### src/rtl/spi_irq_pkg.sv
package spi_irq_pkg;

    localparam int IRQ_W  = 7;
    localparam int REG_AW = 3;

    localparam int B_RX_OVF    = 0;
    localparam int B_MODE_FAIL = 1;
    localparam int B_TX_BELOW  = 2;
    localparam int B_TX_FULL   = 3;
    localparam int B_RX_ABOVE  = 4;
    localparam int B_RX_FULL   = 5;
    localparam int B_TX_UDF    = 6;

    localparam logic [IRQ_W-1:0] STICKY_BITS = 7'h43;
    localparam logic [IRQ_W-1:0] IRQ_VALID   = 7'h7F;

    typedef enum logic [REG_AW-1:0] {
        RS_STATUS  = 3'd0,
        RS_ENABLE  = 3'd1,
        RS_DISABLE = 3'd2,
        RS_MASK    = 3'd3,
        RS_TX_THR  = 3'd4,
        RS_RX_THR  = 3'd5
    } reg_sel_e;

    typedef struct packed {
        logic tx_udf;
        logic rx_ovf;
        logic mode_fail;
    } sticky_ev_t;

    typedef struct packed {
        logic rx_full;
        logic rx_above;
        logic tx_full;
        logic tx_below;
    } level_t;

    function automatic logic [IRQ_W-1:0] ev_to_bits(sticky_ev_t e);
        logic [IRQ_W-1:0] b;
        b = '0;
        b[B_TX_UDF]    = e.tx_udf;
        b[B_RX_OVF]    = e.rx_ovf;
        b[B_MODE_FAIL] = e.mode_fail;
        return b;
    endfunction

    function automatic logic [IRQ_W-1:0] level_to_bits(level_t l);
        logic [IRQ_W-1:0] b;
        b = '0;
        b[B_RX_FULL]  = l.rx_full;
        b[B_RX_ABOVE] = l.rx_above;
        b[B_TX_FULL]  = l.tx_full;
        b[B_TX_BELOW] = l.tx_below;
        return b;
    endfunction

endpackage

### src/rtl/spi_irq_level.sv
module spi_irq_level
    import spi_irq_pkg::*;
#(
    parameter int CNT_W = 6
) (
    input  logic [CNT_W-1:0] rx_level,
    input  logic [CNT_W-1:0] tx_level,
    input  logic [CNT_W-1:0] rx_thr,
    input  logic [CNT_W-1:0] tx_thr,
    input  logic             rx_full,
    input  logic             tx_full,
    output level_t           lvl
);
    always_comb begin
        lvl.rx_full  = rx_full;
        lvl.tx_full  = tx_full;
        lvl.rx_above = (rx_level >= rx_thr);
        lvl.tx_below = (tx_level < tx_thr);
    end
endmodule

### src/rtl/spi_irq_ctrlregs.sv
module spi_irq_ctrlregs
    import spi_irq_pkg::*;
#(
    parameter int CNT_W = 6
) (
    input  logic             clk,
    input  logic             rst,
    input  logic             wr_en,
    input  reg_sel_e         sel,
    input  logic [IRQ_W-1:0] wr_bits,
    input  logic [CNT_W-1:0] wr_thr,
    output logic [IRQ_W-1:0] mask_q,
    output logic [CNT_W-1:0] tx_thr_q,
    output logic [CNT_W-1:0] rx_thr_q
);
    localparam logic [CNT_W-1:0] THR_RESET = CNT_W'(1);

    always_ff @(posedge clk) begin
        if (rst) begin
            mask_q   <= '0;
            tx_thr_q <= THR_RESET;
            rx_thr_q <= THR_RESET;
        end else if (wr_en) begin
            case (sel)
                RS_ENABLE:  mask_q   <= mask_q | (wr_bits & IRQ_VALID);
                RS_DISABLE: mask_q   <= mask_q & ~wr_bits;
                RS_TX_THR:  tx_thr_q <= wr_thr;
                RS_RX_THR:  rx_thr_q <= wr_thr;
                default: ;
            endcase
        end
    end

    assert_enable_sets_R7: assert property (@(posedge clk) disable iff (rst)
        (wr_en && sel == RS_ENABLE) |=>
            ((mask_q & $past(wr_bits)) == $past(wr_bits)) &&
            ((mask_q & $past(mask_q)) == $past(mask_q)));

    assert_disable_clears_R7: assert property (@(posedge clk) disable iff (rst)
        (wr_en && sel == RS_DISABLE) |=> ((mask_q & $past(wr_bits)) == '0));

    assert_mask_only_via_en_R7: assert property (@(posedge clk) disable iff (rst)
        !(wr_en && (sel == RS_ENABLE || sel == RS_DISABLE)) |=> $stable(mask_q));

    assert_rx_thr_write_R6: assert property (@(posedge clk) disable iff (rst)
        (wr_en && sel == RS_RX_THR) |=> (rx_thr_q == $past(wr_thr)));

    assert_tx_thr_write_R6: assert property (@(posedge clk) disable iff (rst)
        (wr_en && sel == RS_TX_THR) |=> (tx_thr_q == $past(wr_thr)));
endmodule

### src/rtl/spi_irq_status.sv
module spi_irq_status
    import spi_irq_pkg::*;
(
    input  logic             clk,
    input  logic             rst,
    input  logic             freeze,
    input  logic [IRQ_W-1:0] lvl_bits,
    input  logic [IRQ_W-1:0] ev_bits,
    input  logic [IRQ_W-1:0] clr_bits,
    output logic [IRQ_W-1:0] status_q
);
    logic [IRQ_W-1:0] status_d;

    for (genvar i = 0; i < IRQ_W; i++) begin : g_bit
        if (STICKY_BITS[i]) begin : g_sticky
            assign status_d[i] = freeze ? (status_q[i] & ~clr_bits[i])
                                        : ((status_q[i] & ~clr_bits[i]) | ev_bits[i]);

            assert_event_sets_R3: assert property (@(posedge clk) disable iff (rst)
                (!freeze && ev_bits[i]) |=> status_q[i]);

            assert_sticky_holds_R2: assert property (@(posedge clk) disable iff (rst)
                (!freeze && status_q[i] && !clr_bits[i]) |=> status_q[i]);
        end else begin : g_level
            assign status_d[i] = freeze ? (status_q[i] & ~clr_bits[i]) : lvl_bits[i];

            assert_level_tracks_R4: assert property (@(posedge clk) disable iff (rst)
                !freeze |=> (status_q[i] == $past(lvl_bits[i])));
        end
    end

    always_ff @(posedge clk) begin
        if (rst) status_q <= '0;
        else     status_q <= status_d;
    end

    assert_frozen_no_set_R10: assert property (@(posedge clk) disable iff (rst)
        freeze |=> ((status_q & ~$past(status_q)) == '0));
endmodule

### src/rtl/spi_irq_unit.sv
module spi_irq_unit
    import spi_irq_pkg::*;
#(
    parameter int FIFO_DEPTH = 32,
    parameter int DATA_W     = 32,
    localparam int CNT_W     = $clog2(FIFO_DEPTH + 1)
) (
    input  logic              clk,
    input  logic              rst,
    input  logic [REG_AW-1:0] bus_addr,
    input  logic              bus_wr,
    input  logic              bus_rd,
    input  logic [DATA_W-1:0] bus_wdata,
    output logic [DATA_W-1:0] bus_rdata,
    input  logic [CNT_W-1:0]  rx_level,
    input  logic [CNT_W-1:0]  tx_level,
    input  logic              rx_full,
    input  logic              tx_full,
    input  logic              tx_underflow_ev,
    input  logic              rx_overflow_ev,
    input  logic              mode_fail_ev,
    input  logic              linear_mode,
    output logic              irq
);
    localparam int USED_W = (IRQ_W > CNT_W) ? IRQ_W : CNT_W;

    reg_sel_e         sel;
    logic [IRQ_W-1:0] mask_q;
    logic [CNT_W-1:0] tx_thr_q;
    logic [CNT_W-1:0] rx_thr_q;
    logic [IRQ_W-1:0] status_q;
    logic [IRQ_W-1:0] clr_bits;
    logic [IRQ_W-1:0] ev_bits;
    level_t           lvl;
    sticky_ev_t       ev;
    logic             unused_wdata_hi;

    assign sel             = reg_sel_e'(bus_addr);
    assign unused_wdata_hi = ^bus_wdata[DATA_W-1:USED_W];

    always_comb begin
        ev.tx_udf    = tx_underflow_ev;
        ev.rx_ovf    = rx_overflow_ev;
        ev.mode_fail = mode_fail_ev;
    end
    assign ev_bits = ev_to_bits(ev);

    always_comb begin
        clr_bits = '0;
        if (bus_rd && sel == RS_STATUS) clr_bits = clr_bits | IRQ_VALID;
        if (bus_wr && sel == RS_STATUS) clr_bits = clr_bits | bus_wdata[IRQ_W-1:0];
    end

    spi_irq_ctrlregs #(.CNT_W(CNT_W)) u_regs (
        .clk      (clk),
        .rst      (rst),
        .wr_en    (bus_wr),
        .sel      (sel),
        .wr_bits  (bus_wdata[IRQ_W-1:0]),
        .wr_thr   (bus_wdata[CNT_W-1:0]),
        .mask_q   (mask_q),
        .tx_thr_q (tx_thr_q),
        .rx_thr_q (rx_thr_q)
    );

    spi_irq_level #(.CNT_W(CNT_W)) u_level (
        .rx_level (rx_level),
        .tx_level (tx_level),
        .rx_thr   (rx_thr_q),
        .tx_thr   (tx_thr_q),
        .rx_full  (rx_full),
        .tx_full  (tx_full),
        .lvl      (lvl)
    );

    spi_irq_status u_status (
        .clk      (clk),
        .rst      (rst),
        .freeze   (linear_mode),
        .lvl_bits (level_to_bits(lvl)),
        .ev_bits  (ev_bits),
        .clr_bits (clr_bits),
        .status_q (status_q)
    );

    always_comb begin
        case (sel)
            RS_STATUS: bus_rdata = DATA_W'(status_q);
            RS_MASK:   bus_rdata = DATA_W'(mask_q);
            RS_TX_THR: bus_rdata = DATA_W'(tx_thr_q);
            RS_RX_THR: bus_rdata = DATA_W'(rx_thr_q);
            default:   bus_rdata = '0;
        endcase
    end

    assign irq = |(mask_q & status_q & IRQ_VALID);

    assert_read_clears_sticky_R9: assert property (@(posedge clk) disable iff (rst)
        (bus_rd && sel == RS_STATUS && !linear_mode && ev_bits == '0)
            |=> ((status_q & STICKY_BITS) == '0));
endmodule

### config.mk
export PLATFORM = sky130hd
export DESIGN_NAME = spi_irq_unit
export DESIGN_NICKNAME = d
export VERILOG_FILES = /design/src/rtl/spi_irq_pkg.sv /design/src/rtl/spi_irq_level.sv /design/src/rtl/spi_irq_ctrlregs.sv /design/src/rtl/spi_irq_status.sv /design/src/rtl/spi_irq_unit.sv
export SDC_FILE = /design/constraint.sdc
export NUM_CORES = 1
export LEC_CHECK = 0
export ABC_AREA = 1
export BUFFER_PORTS_ARGS = -buffer_cell sky130_fd_sc_hd__buf_2
export CAP_MARGIN = 20
export CORE_MARGIN = 5
export CORE_UTILIZATION = 49
export CTS_CLUSTER_DIAMETER = 200
export DETAILED_ROUTE_END_ITERATION = 16
export GPL_ROUTABILITY_DRIVEN = 0
export PLACE_DENSITY = 0.87
export SYNTH_ARGS = -nofsm -noshare
export SYNTH_HDL_FRONTEND = slang
export SYNTH_SLANG_ARGS = --single-unit
### constraint.sdc
create_clock -name clk -period 3.6 [get_ports clk]
set_input_delay 0.36 -clock clk [delete_from_list [all_inputs] [get_ports clk]]
set_output_delay 0.36 -clock clk [all_outputs]
set_load 0.02 [all_outputs]
==> results of run 1 <==
==> per-stage QoR <==
stage	hold slack [ns]	cells	utilization, %	area [um^2]
finish	0.2501	337	56.52	1916
global route	0.2404	337	56.52	1916
CTS	0.2532	337	56.52	1916
detailed placement	0.4587	333	54.96	1863
global placement	0.4559	333	54.96	1863
floorplan	0.4408	280	-	1846
==> per-layer routing <==
| layer | wire [um] | track usage [%] | vias up |
|---|---|---|---|
| met3 | 452 | 2.869 | 7 |
| li1 | - | - | 869 |
| met2 | 1923 | 28.02 | 101 |
| met4 | 72 | 5.745 | 0 |
| met5 | 0 | 0 | - |
| met1 | 1741 | 21.14 | 770 |
==> worst register-to-register path: cells and delay by family (launching register included) <==
| kind | cells | cell delay (ns) |
|---|---|---|
| DFF | 1 | 0.36 |
| adders and majority gates | 1 | 0.28 |
| and+or+nand+nor | 3 | 0.23 |
| AOI/OAI and AO/OA | 2 | 0.18 |
| buffers and inverters | 2 | 0.10 |
==> layout by cell type (no fill, tap or decap) <==
master,n
nand3_1,16
ha_1,11
nand3b_1,2
nand4_1,9
inv_2,5
bufinv_16,1
nand2_2,5
nand2_1,67
inv_1,23
nor2_2,3
a21oi_1,27
dfxtp_1,26
clkbuf_4,3
conb_1,25
buf_2,39
o2111ai_1,6
o21ai_0,10
nor2_1,7
a221oi_1,1
a21boi_0,1
o21ai_1,4
==> cells by family after synthesis <==
group | Yosys count | synth area share (%)
adders and majority gates | 11 | 7.840
buffers and inverters | 60 | 19.39
DFF | 26 | 29.65
other | 1 | 0.2136
and+or+nand+nor | 109 | 27.30
AOI/OAI and AO/OA | 49 | 15.61
==> report_power, final <==
part | switching, W | internal (W) | total (W)
Combinational | 0.0000934 | 0.0000420 | 0.000135
Sequential | 0.00000861 | 0.000301 | 0.000310
Clock | 0.0000926 | 0.000113 | 0.000205
==> cell usage after synthesis (all sizes together) <==
cell type,count,share of area (%)
nor2,10,2.6
o21ai,14,4.0
o2111ai,6,3.0
ha,11,7.8
inv,28,6.0
conb,1,0.21
nand3,16,4.6
nand2,72,16
dfxtp,26,30
nand3b,2,0.86
buf,30,13
a21boi,1,0.43
a221oi,1,0.50
clkbuf,2,0.43
a21oi,27,7.7
nand4,9,3.2
==> cell type report <==
type	count	area [um^2]
repair buffers	39	195.2
fillers	346	1474
multi-input cells	194	984.7
inverters	28	105.1
well taps	46	57.56
clock buffers	3	22.52
flip-flops and latches	26	520.5
clock inverters	1	30.03
==> final timing paths <==
kind                                    startpoint              endpoint  slack, ns  depth (start not counted)
worst max-delay path                   bus_addr[0]          bus_rdata[1]       1.88                          7
worst min-delay path                  mode_fail_ev  u_status.status_q[1]       0.25                          3
worst max register to register  u_regs.rx_thr_q[5]  u_status.status_q[4]       2.36                          8
worst min register to register                flop                  flop       0.48                          2
==> impl_metrics.tcl, run 1 <==
set metrics [dict create \
    synth_area_um2 1755 \
    path_buf_inv 3 \
    initial_core_util_pct 51.79 \
    crit_slowest_cell "nor2_2" \
    ant_nets 0 \
    die_area_um2 4880 \
    drc 0 \
    setup_ws_ns 1.880 \
    period_minus_slack_ns 1.720 \
    antenna_found_initial 0 \
    power.total_w 0.0006503 \
    clock_sinks 26 \
    critPathTopFamily "buffers and inverters" \
    fmax_mhz 581.3 \
    clk_pin_slew_ns 0.15 \
    grt_pass1_vias 1590 \
    outcome "completed" \
    syn2layout_area_growth_pct 9.123 \
    tns_ns 0 \
    io_buffers 39 \
    p_leak_nw 0.9032 \
    setup_violations 0 \
    finalNetCount 360 \
    hold_viol_final 0 \
    vias_per_cell 5.184 \
    antenna_cells 0 \
    cts_tree "yes" \
    grt_pass1_wl_mm 6.824 \
    dp_slack_ns 1.904 \
    ys_warn_count 0 \
    vias 1747 \
    syn_area_per_cell_um2 6.857 \
    grt_use_total_pct 16.57 \
    dp_hpwl_mm 3.334 \
    maxCapViolations 0 \
    crit_type "primary input to output port" \
    critPathArrivalTime_ns 1.36 \
    ys_seq_elements 26 \
    slew_viol_final 0 \
    max_stage_delay_ns 0.20 \
    numCtsBuffers 3 \
    postCtsSetupRepairBufs 0 \
    clock_latency_ns 0.33 \
    die_w_um 69.86 \
    ctsResizeCount 0 \
    drt_iter0_markers 145 \
    cts_root_buf "clkbuf_4" \
    crit_required_ns 3.24 \
    drt_wl_total_mm 4.189 \
    die_height_um 69.86 \
    synthDistinctLibCells 22 \
    coreArea_um2 3390 \
    finClkSkew_ns 0.01190 \
    clk_path_buf_depth 2 \
    synthCells 256 \
    worst-path-max-fanout 8 \
    first_pass_iters 4 \
    power.density_nw_per_um2 339.5 \
    wire_per_inst_um 12.43 \
    min_period_over_period_pct 47.78 \
    grt_setup_unrepaired "no" \
    grt_overflow 0 \
    drive_gt1_share_pct 19.24 \
    cts_hold_buffers 0 \
    ctsHtreeMaxLevel 1 \
    rows 21 \
    io-pin-count 90 \
    ys_seq_area_share_pct 29.65 \
    irDropWorstVdd_mv 0.1654 \
    end_kind "output port" \
    crit_chain "buf_2, nor2_2, nand2_1, inv_2, nand2_1, o2111ai_1, buf_2" \
    hold_class "primary input to flop" \
    grt_max_degree 22 \
    start_kind "primary input" \
]
Note: power is estimated with default switching activity, not from simulation.
==> inputs of run 2 (changes only) <==
Settings changed: CORE_UTILIZATION 49 to 46, PLACE_DENSITY 0.87 to 0.83.
Clock period 3.6 ns to 1.6 ns, I/O delays scaled along.
==> run 2 against run 1 <==
Flip-flop and latch count stayed put. Power up 140%. Sequential share of layout area down 0.40 points. Die area up 5.6%. Critical endpoint is now irq. Largest power group unchanged.
==> impl_metrics.tcl, run 2 (synthesis gave the netlist of run 1 again) <==
set metrics [dict create \
    coreArea_um2 3689 \
    first_pass_iters 4 \
    cts_root_buf "clkbuf_8" \
    finClkSkew_ns 0.002934 \
    postCtsSetupRepairBufs 0 \
    min_period_over_period_pct 87.80 \
    setup_violations 0 \
    end_kind "output port" \
    crit_slowest_cell "dfxtp_1" \
    final_cell_mix "nand2_1, buf_2, a21oi_1" \
    maxCapViolations 0 \
    io-pin-count 90 \
    cts_hold_buffers 0 \
    grt_pass1_wl_mm 6.782 \
    p_leak_nw 0.9158 \
    vias 1724 \
    critPathArrivalTime_ns 1.24 \
    worst-path-max-fanout 3 \
    initial_core_util_pct 47.59 \
    irDropWorstVdd_mv 1.214 \
    ctsResizeCount 0 \
    clock_sinks 26 \
    grt_setup_unrepaired "no" \
    numCtsBuffers 3 \
    clock_latency_ns 0.28 \
    holdCritStartpoint "rx_overflow_ev" \
    cts_tree "yes" \
    grt_use_total_pct 16.29 \
    die_height_um 71.78 \
    hold_class "primary input to flop" \
    drt_iter0_markers 126 \
    die_w_um 71.78 \
    drive_gt1_share_pct 19.52 \
    crit_required_ns 1.44 \
    start_kind "flop" \
    dp_hpwl_mm 3.420 \
    path_common_cell "nand2_1" \
    endpoint "irq" \
    r2r_start "u_regs.rx_thr_q[5]" \
    crit_chain "nand2_1, nand2_1, a221oi_1, nand2_1, buf_2" \
    crit_start "u_status.status_q[0]" \
    antenna_cells 0 \
    fmax_mhz 711.8 \
    crit_type "flop to output port" \
    tns_ns 0 \
    slew_viol_final 0 \
    finalNetCount 361 \
    vias_per_cell 5.071 \
    wire_per_inst_um 12.85 \
    period_minus_slack_ns 1.405 \
    outcome "completed" \
    reg2reg_to "u_status.status_q[4]" \
    drt_wl_total_mm 4.368 \
    regArea_um2 520.5 \
    reg2reg_depth 8 \
    multi_input_area_um2 984.7 \
    antenna_found_initial 0 \
    clk_pin_slew_ns 0.09 \
    hold-path-cell-count 3 \
    hold_viol_final 0 \
    grt_max_degree 17 \
    die_area_um2 5152 \
    drc 0 \
    ctsHtreeMaxLevel 1 \
    postLayoutCellArea_um2 1944 \
    power.density_nw_per_um2 802.2 \
    mostFrequentLayoutCell "nand2_1" \
    fillCellCount 381 \
    io_buffers 39 \
    grt_overflow 0 \
    hold_ws_ns 0.1253 \
    rows 22 \
    ant_nets 0 \
    place_area_um2 1873 \
    syn2layout_area_growth_pct 10.76 \
    grt_pass1_vias 1528 \
    clk_path_buf_depth 2 \
    max_stage_delay_ns 0.35 \
    rrSetupSlack_ns 0.35 \
]
## run 2: worst max-delay path, delay by kind of cell, from the launching register on
family          cells  cell delay (ns)
compound gates      1             0.20
buf+inv             1             0.17
flops               1             0.35
simple gates        3             0.25
## run 2: through the flow
stage	total power (W)	util [%]	setup WS (ns)	cells
after floorplan	0.0009622	-	0.4676	280
after global placement	0.001004	50.78	0.3177	336
after detailed placement	0.001014	50.78	0.2624	336
after CTS	0.001559	52.71	0.2015	340
after global routing	0.001636	52.71	0.08946	340
final	0.001560	52.71	0.1952	340
## run 2: metal layers
layer	GRT usage [%]	share of wire, %	up-vias
met2	26.63	48	84
met3	3.787	8.7	11
met4	5.846	1.6	0
li1	-	-	867
met5	0	0	-
met1	20.84	42	762
## run 2: worst min path at each step
| stage | endpoint | slack, ns |
|---|---|---|
| after floorplan | u_status.status_q[3] | 0.25 |
| after global placement | u_status.status_q[1] | 0.42 |
| after detailed placement | u_status.status_q[0] | 0.43 |
| after CTS | u_status.status_q[0] | 0.13 |
| after global routing | u_status.status_q[1] | 0.13 |
| final | u_status.status_q[0] | 0.13 |
## run 2: cell type report
type,count,share of cell area (%)
multi-input combinational,194,50.64
sequential,26,26.77
timing repair buffer,40,10.42
inverter,28,5.405
tap,48,3.089
clock buffer,3,2.124
clock inverter,1,1.544
## run 2: power breakdown
group	internal, W	leakage, nW	total [W]	switching [W]
clock	0.000335	0.0357	0.000557	0.000221
combinational	0.0000961	0.668	0.000308	0.000212
sequential	0.000676	0.212	0.000695	0.0000189
